### src/rtl/fp_image_pkg.sv
package fp_image_pkg;
  localparam int WORD_W      = 16;
  localparam int NREG        = 8;
  localparam int REG_W       = 80;
  localparam int TAG_W       = 2 * NREG;
  localparam int TOP_W       = 3;
  localparam int TOP_LSB     = 11;
  localparam int OFF_W       = 32;
  localparam int SEG_W       = 16;
  localparam int HDR_WORDS   = 16;
  localparam int SLOT_WORDS  = 8;
  localparam int REG_WORDS   = REG_W / WORD_W;
  localparam int TOTAL_WORDS = HDR_WORDS + NREG * SLOT_WORDS;
  localparam int IDX_W       = $clog2(TOTAL_WORDS);
  localparam int ALIGN_BITS  = 4;
  localparam int OPHI_W      = 4;
  localparam int OPHI_LSB    = 16;
  localparam int W6_LSB      = 12;
  localparam int COST_W      = 8;

  localparam logic [WORD_W-1:0] CTRL_INIT  = 16'h037F;
  localparam logic [WORD_W-1:0] CTRL_KEEP  = 16'h1F3F;
  localparam logic [WORD_W-1:0] CTRL_FORCE = 16'h0040;
  localparam logic [WORD_W-1:0] TOP_MASK   = 16'h3800;

  typedef struct packed {
    logic capture;
    logic commitSave;
    logic commitRestore;
  } seqStrobeT;
endpackage

### src/rtl/fp_image_ctl.sv
module fp_image_ctl
  import fp_image_pkg::*;
#(
  parameter int ADDR_W       = 32,
  parameter int COST_SAVE_PM = 56,
  parameter int COST_SAVE_RM = 67,
  parameter int COST_RST_PM  = 34,
  parameter int COST_RST_RM  = 44
) (
  input  logic              clk,
  input  logic              rstN,
  input  logic              start,
  input  logic [2:0]        modrmReg,
  input  logic [1:0]        modrmMod,
  input  logic [ADDR_W-1:0] effAddr,
  input  logic              protMode,
  input  logic              memReady,
  output logic              memReq,
  output logic              memWe,
  output logic [ADDR_W-1:0] memAddr,
  output logic [IDX_W-1:0]  wordIdx,
  output seqStrobeT         strobe,
  output logic              gpFault,
  output logic              udFault,
  output logic              done,
  output logic [COST_W-1:0] cycleCost
);
  localparam logic [IDX_W-1:0] LAST_IDX = IDX_W'(TOTAL_WORDS - 1);

  typedef enum logic {S_IDLE, S_RUN} stateT;
  stateT             state;
  logic              isSave;
  logic              isProt;
  logic [ADDR_W-1:0] baseAddr;
  logic              badAlign;
  logic              badCode;
  logic              lastBeat;

  assign badAlign = |effAddr[ALIGN_BITS-1:0];
  assign badCode  = (modrmReg > 3'd1) || (modrmMod == 2'd3);
  assign memReq   = (state == S_RUN);
  assign memWe    = memReq && isSave;
  assign memAddr  = baseAddr + {{(ADDR_W-IDX_W-1){1'b0}}, wordIdx, 1'b0};
  assign lastBeat = memReq && memReady && (wordIdx == LAST_IDX);

  assign strobe.capture       = memReq && memReady && !isSave;
  assign strobe.commitSave    = lastBeat && isSave;
  assign strobe.commitRestore = lastBeat && !isSave;

  always_ff @(posedge clk) begin
    if (!rstN) begin
      state     <= S_IDLE;
      isSave    <= 1'b0;
      isProt    <= 1'b0;
      baseAddr  <= '0;
      wordIdx   <= '0;
      gpFault   <= 1'b0;
      udFault   <= 1'b0;
      done      <= 1'b0;
      cycleCost <= '0;
    end else begin
      gpFault <= 1'b0;
      udFault <= 1'b0;
      done    <= 1'b0;
      case (state)
        S_IDLE: begin
          if (start) begin
            if (badAlign) begin
              gpFault <= 1'b1;
            end else if (badCode) begin
              udFault <= 1'b1;
            end else begin
              state    <= S_RUN;
              wordIdx  <= '0;
              isSave   <= (modrmReg == 3'd0);
              isProt   <= protMode;
              baseAddr <= effAddr;
            end
          end
        end
        S_RUN: begin
          if (memReady) begin
            if (wordIdx == LAST_IDX) begin
              state     <= S_IDLE;
              done      <= 1'b1;
              cycleCost <= isSave ? COST_W'(isProt ? COST_SAVE_PM : COST_SAVE_RM)
                                  : COST_W'(isProt ? COST_RST_PM : COST_RST_RM);
            end else begin
              wordIdx <= wordIdx + 1'b1;
            end
          end
        end
        default: state <= S_IDLE;
      endcase
    end
  end

  a_r2_gp_no_access: assert property (@(posedge clk) disable iff (!rstN)
    gpFault |-> !memReq);
  a_r3_ud_no_access: assert property (@(posedge clk) disable iff (!rstN)
    udFault |-> !memReq);
  a_r9_single_event: assert property (@(posedge clk) disable iff (!rstN)
    $onehot0({gpFault, udFault, done}));
  a_r4_hold_on_stall: assert property (@(posedge clk) disable iff (!rstN)
    (memReq && !memReady) |=> (memReq && $stable(memAddr) && $stable(memWe)));
  a_r4_ascending: assert property (@(posedge clk) disable iff (!rstN)
    (memReq && memReady) |=> (!memReq || (memAddr == $past(memAddr) + ADDR_W'(2))));
  a_r9_done_after_beat: assert property (@(posedge clk) disable iff (!rstN)
    done |-> $past(memReq && memReady));
  a_r10_no_restart: assert property (@(posedge clk) disable iff (!rstN)
    (memReq && start && !memReady) |=> memReq);
endmodule

### src/rtl/fp_image_dp.sv
module fp_image_dp
  import fp_image_pkg::*;
(
  input  logic                  clk,
  input  logic                  rstN,
  input  seqStrobeT             strobe,
  input  logic [IDX_W-1:0]      wordIdx,
  input  logic [WORD_W-1:0]     memRdata,
  input  logic [WORD_W-1:0]     fpCtrlIn,
  input  logic [WORD_W-1:0]     fpStatIn,
  input  logic [TOP_W-1:0]      fpTopIn,
  input  logic [TAG_W-1:0]      fpTagIn,
  input  logic [OFF_W-1:0]      instrOffIn,
  input  logic [SEG_W-1:0]      instrSegIn,
  input  logic [OFF_W-1:0]      operOffIn,
  input  logic [SEG_W-1:0]      operSegIn,
  input  logic [NREG*REG_W-1:0] fpRegsIn,
  output logic [WORD_W-1:0]     memWdata,
  output logic [WORD_W-1:0]     fpCtrl,
  output logic [WORD_W-1:0]     fpStat,
  output logic [TOP_W-1:0]      fpTop,
  output logic [TAG_W-1:0]      fpTag,
  output logic [OFF_W-1:0]      instrOff,
  output logic [SEG_W-1:0]      instrSeg,
  output logic [OFF_W-1:0]      operOff,
  output logic [SEG_W-1:0]      operSeg,
  output logic [NREG*REG_W-1:0] fpRegs
);
  localparam int SLOT_SH = $clog2(SLOT_WORDS);
  localparam int HALF_W  = OFF_W / 2;

  logic              inHdr;
  logic [IDX_W-1:0]  slotIdx;
  int                regSel;
  int                wSel;
  logic [NREG-1:0]   tagPacked;
  logic [TAG_W-1:0]  tagWide;
  logic [WORD_W-1:0] rCtrlRaw;
  logic [WORD_W-1:0] rStatRaw;
  logic [NREG-1:0]   rTagRaw;
  logic [OPHI_W-1:0] rOpHi;
  logic [HALF_W-1:0] rOpLo;
  logic [HALF_W-1:0] rOpUp;

  assign inHdr   = wordIdx < IDX_W'(HDR_WORDS);
  assign slotIdx = wordIdx - IDX_W'(HDR_WORDS);

  always_comb begin
    regSel = int'(slotIdx >> SLOT_SH);
    wSel   = int'(slotIdx & IDX_W'(SLOT_WORDS - 1));
  end

  for (genvar g = 0; g < NREG; g++) begin : g_tag
    assign tagPacked[g]       = &fpTagIn[2*g +: 2];
    assign tagWide[2*g +: 2]  = {2{rTagRaw[g]}};
  end

  always_comb begin
    memWdata = '0;
    if (inHdr) begin
      case (int'(wordIdx))
        0:  memWdata = fpCtrlIn;
        1:  memWdata = (fpStatIn & ~TOP_MASK) | (WORD_W'(fpTopIn) << TOP_LSB);
        2:  memWdata = WORD_W'(tagPacked);
        3:  memWdata = WORD_W'(operOffIn[OPHI_LSB +: OPHI_W]) << W6_LSB;
        4:  memWdata = instrOffIn[HALF_W-1:0];
        5:  memWdata = instrOffIn[OFF_W-1:HALF_W];
        6:  memWdata = instrSegIn;
        8:  memWdata = operOffIn[HALF_W-1:0];
        9:  memWdata = operOffIn[OFF_W-1:HALF_W];
        10: memWdata = operSegIn;
        default: memWdata = '0;
      endcase
    end else if (wSel < REG_WORDS) begin
      memWdata = fpRegsIn[regSel*REG_W + wSel*WORD_W +: WORD_W];
    end
  end

  always_ff @(posedge clk) begin
    if (!rstN) begin
      rCtrlRaw <= '0;
      rStatRaw <= '0;
      rTagRaw  <= '0;
      rOpHi    <= '0;
      rOpLo    <= '0;
      rOpUp    <= '0;
      fpCtrl   <= CTRL_INIT;
      fpStat   <= '0;
      fpTop    <= '0;
      fpTag    <= '1;
      instrOff <= '0;
      instrSeg <= '0;
      operOff  <= '0;
      operSeg  <= '0;
      fpRegs   <= '0;
    end else begin
      if (strobe.capture) begin
        if (inHdr) begin
          case (int'(wordIdx))
            0:  rCtrlRaw <= memRdata;
            1:  rStatRaw <= memRdata;
            2:  rTagRaw  <= memRdata[NREG-1:0];
            3:  rOpHi    <= memRdata[W6_LSB +: OPHI_W];
            4:  instrOff[HALF_W-1:0]     <= memRdata;
            5:  instrOff[OFF_W-1:HALF_W] <= memRdata;
            6:  instrSeg <= memRdata;
            8:  rOpLo    <= memRdata;
            9:  rOpUp    <= memRdata;
            10: operSeg  <= memRdata;
            default: ;
          endcase
        end else if (wSel < REG_WORDS) begin
          fpRegs[regSel*REG_W + wSel*WORD_W +: WORD_W] <= memRdata;
        end
      end
      if (strobe.commitSave) begin
        fpCtrl <= CTRL_INIT;
        fpStat <= '0;
        fpTop  <= '0;
        fpTag  <= '1;
      end
      if (strobe.commitRestore) begin
        fpCtrl  <= (rCtrlRaw & CTRL_KEEP) | CTRL_FORCE;
        fpStat  <= rStatRaw & ~TOP_MASK;
        fpTop   <= rStatRaw[TOP_LSB +: TOP_W];
        fpTag   <= tagWide;
        operOff <= {rOpUp, rOpLo} | (OFF_W'(rOpHi) << OPHI_LSB);
      end
    end
  end

  a_r7_save_reinit: assert property (@(posedge clk) disable iff (!rstN)
    strobe.commitSave |=> (fpCtrl == CTRL_INIT && fpStat == '0 && fpTop == '0 && fpTag == '1));
  a_r8_ctrl_forced: assert property (@(posedge clk) disable iff (!rstN)
    strobe.commitRestore |=> (fpCtrl[6] && fpCtrl[15:13] == 3'b000 && fpCtrl[7] == 1'b0));
  a_r8_status_no_top: assert property (@(posedge clk) disable iff (!rstN)
    strobe.commitRestore |=> (fpStat[TOP_LSB +: TOP_W] == '0));
  a_r8_tag_pairs: assert property (@(posedge clk) disable iff (!rstN)
    (fpTag & 16'h5555) == ((fpTag >> 1) & 16'h5555));
  a_r7_hold_while_idle: assert property (@(posedge clk) disable iff (!rstN)
    !(strobe.commitSave || strobe.commitRestore) |=> $stable(fpTag) && $stable(fpTop));
endmodule

### src/rtl/fp_image_seq.sv
module fp_image_seq
  import fp_image_pkg::*;
#(
  parameter int ADDR_W = 32
) (
  input  logic                  clk,
  input  logic                  rstN,
  input  logic                  start,
  input  logic [2:0]            modrmReg,
  input  logic [1:0]            modrmMod,
  input  logic [ADDR_W-1:0]     effAddr,
  input  logic                  protMode,
  input  logic [WORD_W-1:0]     fpCtrlIn,
  input  logic [WORD_W-1:0]     fpStatIn,
  input  logic [TOP_W-1:0]      fpTopIn,
  input  logic [TAG_W-1:0]      fpTagIn,
  input  logic [OFF_W-1:0]      instrOffIn,
  input  logic [SEG_W-1:0]      instrSegIn,
  input  logic [OFF_W-1:0]      operOffIn,
  input  logic [SEG_W-1:0]      operSegIn,
  input  logic [NREG*REG_W-1:0] fpRegsIn,
  output logic                  memReq,
  output logic                  memWe,
  output logic [ADDR_W-1:0]     memAddr,
  output logic [WORD_W-1:0]     memWdata,
  input  logic                  memReady,
  input  logic [WORD_W-1:0]     memRdata,
  output logic [WORD_W-1:0]     fpCtrl,
  output logic [WORD_W-1:0]     fpStat,
  output logic [TOP_W-1:0]      fpTop,
  output logic [TAG_W-1:0]      fpTag,
  output logic [OFF_W-1:0]      instrOff,
  output logic [SEG_W-1:0]      instrSeg,
  output logic [OFF_W-1:0]      operOff,
  output logic [SEG_W-1:0]      operSeg,
  output logic [NREG*REG_W-1:0] fpRegs,
  output logic                  gpFault,
  output logic                  udFault,
  output logic                  done,
  output logic [COST_W-1:0]     cycleCost
);
  logic [IDX_W-1:0] wordIdx;
  seqStrobeT        strobe;

  fp_image_ctl #(.ADDR_W(ADDR_W)) u_ctl (
    .clk(clk), .rstN(rstN), .start(start), .modrmReg(modrmReg), .modrmMod(modrmMod),
    .effAddr(effAddr), .protMode(protMode), .memReady(memReady), .memReq(memReq),
    .memWe(memWe), .memAddr(memAddr), .wordIdx(wordIdx), .strobe(strobe),
    .gpFault(gpFault), .udFault(udFault), .done(done), .cycleCost(cycleCost)
  );

  fp_image_dp u_dp (
    .clk(clk), .rstN(rstN), .strobe(strobe), .wordIdx(wordIdx), .memRdata(memRdata),
    .fpCtrlIn(fpCtrlIn), .fpStatIn(fpStatIn), .fpTopIn(fpTopIn), .fpTagIn(fpTagIn),
    .instrOffIn(instrOffIn), .instrSegIn(instrSegIn), .operOffIn(operOffIn),
    .operSegIn(operSegIn), .fpRegsIn(fpRegsIn), .memWdata(memWdata),
    .fpCtrl(fpCtrl), .fpStat(fpStat), .fpTop(fpTop), .fpTag(fpTag),
    .instrOff(instrOff), .instrSeg(instrSeg), .operOff(operOff), .operSeg(operSeg),
    .fpRegs(fpRegs)
  );
endmodule

### config.mk
export PLATFORM = sky130hd
export DESIGN_NAME = fp_image_seq
export DESIGN_NICKNAME = d
export VERILOG_FILES = /design/src/rtl/fp_image_pkg.sv /design/src/rtl/fp_image_ctl.sv /design/src/rtl/fp_image_dp.sv /design/src/rtl/fp_image_seq.sv
export SDC_FILE = /design/constraint.sdc
export NUM_CORES = 2
export LEC_CHECK = 0
export ABC_AREA = 1
export BUFFER_PORTS_ARGS = -buffer_cell sky130_fd_sc_hd__buf_2
export CORE_AREA = 2 2 665 667
export CTS_BUF_LIST = sky130_fd_sc_hd__clkbuf_2 sky130_fd_sc_hd__clkbuf_4 sky130_fd_sc_hd__clkbuf_8
export CTS_CLUSTER_SIZE = 20
export DETAILED_ROUTE_END_ITERATION = 10
export DIE_AREA = 0 0 667 669
export HOLD_SLACK_MARGIN = 0.12
export REMOVE_ABC_BUFFERS = 1
export SLEW_MARGIN = 40
export SYNTH_ARGS = -nofsm -noshare
export SYNTH_HDL_FRONTEND = slang
export SYNTH_SLANG_ARGS = --single-unit
### constraint.sdc
create_clock -name clk -period 6.7 [get_ports clk]
set_clock_uncertainty 0.05 [all_clocks]
set_input_delay 2.01 -clock clk [delete_from_list [all_inputs] [get_ports clk]]
set_output_delay 2.01 -clock clk [all_outputs]
set_load 0.1 [all_outputs]
==> metrics.md <==
| Metric | Value |
|---|---|
| Final Routed Wirelength | `393900 microns` |
| Power Density | `approximately 180 mW/mm^2` |
| CP startpoint kind | `flop` |
| # DRC | `0` |
| Layout cells sized above 1 | `about 28%` |
| Met2 GRT Util | `between 20% and 30%` |
| Post-Place Setup Slack | `-102.0 ps` |
| Busiest grt layer | `met2` |
| All-Layer GR Usage | `16.66%` |
| RSZ-0062 raised after global routing | `yes` |
| H-Tree Depth | `4` |
| Static leakage | `between 0.03 and 0.04 uW` |
| Source of the worst register-to-register timing path | `u_ctl.wordIdx[0]` |
| Max transition margin | `approximately a third` |
| Die width | `about 670 microns` |
| Status | `finished, violations left` |
| Hold crit path type | `reg -> reg` |
| Failing checks | `setup timing` |
| WP data arrival | `between 4000 and 5000 ps` |
| RD Place Congestion | `approximately 0.95` |
| CTS Hold Buffers Added | `0` |
| Met1 usage | `a little over a fifth` |
| Average cell area after synthesis | `between 6 and 7 sq um` |
| Worst hold path depth | `2` |
| Synth top area share | `a little under two fifths` |
| F_max | `147.5 MHz` |
| Final Hold Fails | `0` |
| Clk sinks | `893` |
| Worst-margin pin slew | `just under 1000 ps` |
| Clock slew at reported path FFs | `roughly 70 ps` |
| Register area share after synthesis | `approximately two fifths` |
| Final net count | `10020` |
| Ys Warns | `0` |
| Port Buf Inserts | `1680` |
| Post-route ant nets | `0` |
| Count leader, synth | `nand2_1` |
| Post-synthesis cell type count | `52` |
| Post-synth EDFFs | `0` |
| Hold_ws | `slightly below 400 ps` |
| R2R setup slack | `approximately 500 ps` |
| Area Growth Syn to Fin | `48.35%` |
| Largest cells by area after synthesis | `dfxtp_1 (38%), nand2_1 (14%), nor2_1 (12%), inv_1 (7.9%), o21ai_0 (5.9%)` |
| Global routing met3 resource utilization | `approximately 7.1%` |
| Data required, critical path | `4640 ps` |
| IO Count | `~1700` |
| Worst skew pair latency | `between 900 and 1000 ps` |
| WHS Endpoint | `u_dp.fpCtrl[4]` |
| Commonest cells in the netlist | `nand2_1 (1706), nor2_1 (1522), inv_1 (992)` |
| Synth Area in Compound Gates | `between 10% and 20%` |
| Max-slew violation count | `0` |
| Most used DFF post-synth | `dfxtp_1` |
| Cell Rows | `between 200 and 250` |
| First-pass GRT wire length | `between 400000 and 500000 microns` |
| Core region area | `~0.44 sq mm` |
| R2R depth | `21` |
| Total number of vias | `roughly 59000` |
| Multiplexer share of the synthesized area | `0%` |
| CTS Buf Count | `between 150 and 200` |
| Initial antenna violation count | `roughly 160` |
| Synth Register Bits | `around 890` |
| Initial core utilization | `10.66%` |
| Initial DRC count | `5789` |
| Fin crit share | `101.2%` |
| Die H | `between 600 and 700 microns` |
| Max-cap violations | `0` |
| Die area | `0.4462 sq mm` |
| Final setup margin | `-81.37 ps` |
| Number of global-route vias before repair | `between 50000 and 60000` |
| Post-Syn Area | `0.04684 sq mm` |
| Crit end category | `primary output` |
| Maximum VDD drop | `about 150 uV` |
| HPWL Detailed | `~320000 microns` |
| Post-Synth Adder-Cell Area | `less than 1%` |
| Hold Crit Start | `u_dp.rCtrlRaw[4]` |
| Largest net degree at the start of global routing | `around 150` |
| CTS tree | `yes` |
| Crit path kind | `reg -> out` |
| Yosys top cell by area | `dfxtp_1` |
| Post-Synth Simple-Gate Area | `between 30 and 40%` |
| Max Root-Sink Buffers | `4` |
| FFs w/ async S/R, synth | `0%` |
| Largest family of logic cells by synthesized area | `simple AND/OR/NAND/NOR gates` |
| Area occupied by multi-input gates | `0.02406 sq mm` |
| Maximum net fanout on the critical path | `8` |
| Endpoints failing setup | `3` |
| Post-Synth XOR/XNOR Area | `less than 1%` |
| First-pass DRT Iterations | `8` |
| Fillers | `roughly 50000` |
| Gate Count Post-Synth | `7484` |
| Root buffer cell | `clkbuf_8` |
| Min Tclk post-route | `a little under 7000 ps` |
| Reg2reg end | `u_dp.fpRegs[589]` |
| Routed vias/inst | `just under 4` |
| FF+latch area | `around 0.018 sq mm` |
| Total grt overflow | `0` |
| WL per Instance | `25.94 microns` |
==> cells in the final DEF, fill, tap and decap left out, drive strengths merged, types with 83 or more instances in the layout <==
cell type  instances
clkbuf           270
o22ai             83
diode            133
nor3              97
nand4            276
a21oi            318
dfxtp            893
o221ai           104
buf             1989
nand3            173
nor2            1537
nand2           1712
o21ai            584
inv             1014
==> sequential cells by signal, summed over array words and instances (netlist names), 13 cells and up <==
signal	flops
u_dp.instrSeg	16
u_dp.instrOff	32
u_dp.fpStat	13
u_dp.operSeg	16
u_dp.rOpLo	16
u_dp.operOff	32
u_dp.rOpUp	16
u_dp.fpRegs	640
u_ctl.baseAddr	32
u_dp.rStatRaw	16
==> per-layer routing <==
metal  vias to the layer above  share of wire [%]
met5                         -               0.19
met4                       110                3.4
met3                       654                 12
met2                      3235                 42
met1                     27950                 42
li1                      27120                  -
==> power breakdown <==
| part | switching, uW | total [uW] | internal (uW) |
|---|---|---|---|
| registers | 2.19 | 5310 | 5310 |
| clock network | 2750 | 6360 | 3610 |
| logic | 734 | 1100 | 369 |
==> how the worst max path moves through the flow <==
stage                     startpoint               end  slack [ps]  cells after the start
global placement       fpRegsIn[491]      memWdata[11]        -340                     11
floorplan           u_ctl.wordIdx[3]  u_dp.fpRegs[443]      -13240                     11
global route        u_ctl.wordIdx[4]       memWdata[8]        -120                     19
detailed placement  u_ctl.wordIdx[0]       memWdata[9]        -100                     13
CTS                 u_ctl.wordIdx[0]       memWdata[9]        -210                     13
finish              u_ctl.wordIdx[0]       memWdata[8]         -80                     16
==> worst max-delay path, cell delays in order, from the launching register on <==
cell and delay (ps):
dfxtp_4 360, ha_4 160, inv_2 50, fa_4 630
buf_12 190, nand2_8 110, buf_12 150, buf_4 190
buf_6 130, o221ai_2 100, o221ai_2 240, nand2_1 110
o211ai_1 620, buf_4 300, nand2_4 100, nand2_4 100
buf_12 180
==> final cells by class <==
class | instances | area share (%)
timing repair inverter | 1 | 0.01260
timing repair buffer | 2000 | 17.48
sequential | 893 | 25.74
antenna | 133 | 0.4789
multi-input combinational | 5045 | 34.63
inverter | 1025 | 5.657
clock inverter | 43 | 0.7868
clock buffer | 266 | 4.809
tap | 5781 | 10.41
==> timing repair <==
action	CTS	global route
gates resized for setup	175	80
endpoints found under the setup margin	20	21
setup buffers	43	15
gates cloned	10	1
pin swaps	17	17
==> kinds of logic after synthesis <==
| family | Yosys count |
|---|---|
| simple gates | 3815 |
| buf+inv | 1553 |
| compound gates | 1163 |
| flops | 893 |
| xor+xnor | 29 |
| fa+ha+maj | 29 |
| other cells | 2 |
==> per-stage QoR <==
stage               instance area, sq um  setup TNS [ps]  total power (uW)  std cells  utilization, %
floorplan                          44660        -7654320              5732       6963               -
global placement                   62920          -469.0              6472      14670           14.31
detailed placement                 63200          -132.9              6477      14670           14.37
CTS                                68550          -850.6             12930      15040           15.59
global route                       69190          -683.7             13200      15060           15.74
finish                             69500          -115.5             12780      15190           15.81
Power figures use the tool's default switching activity.
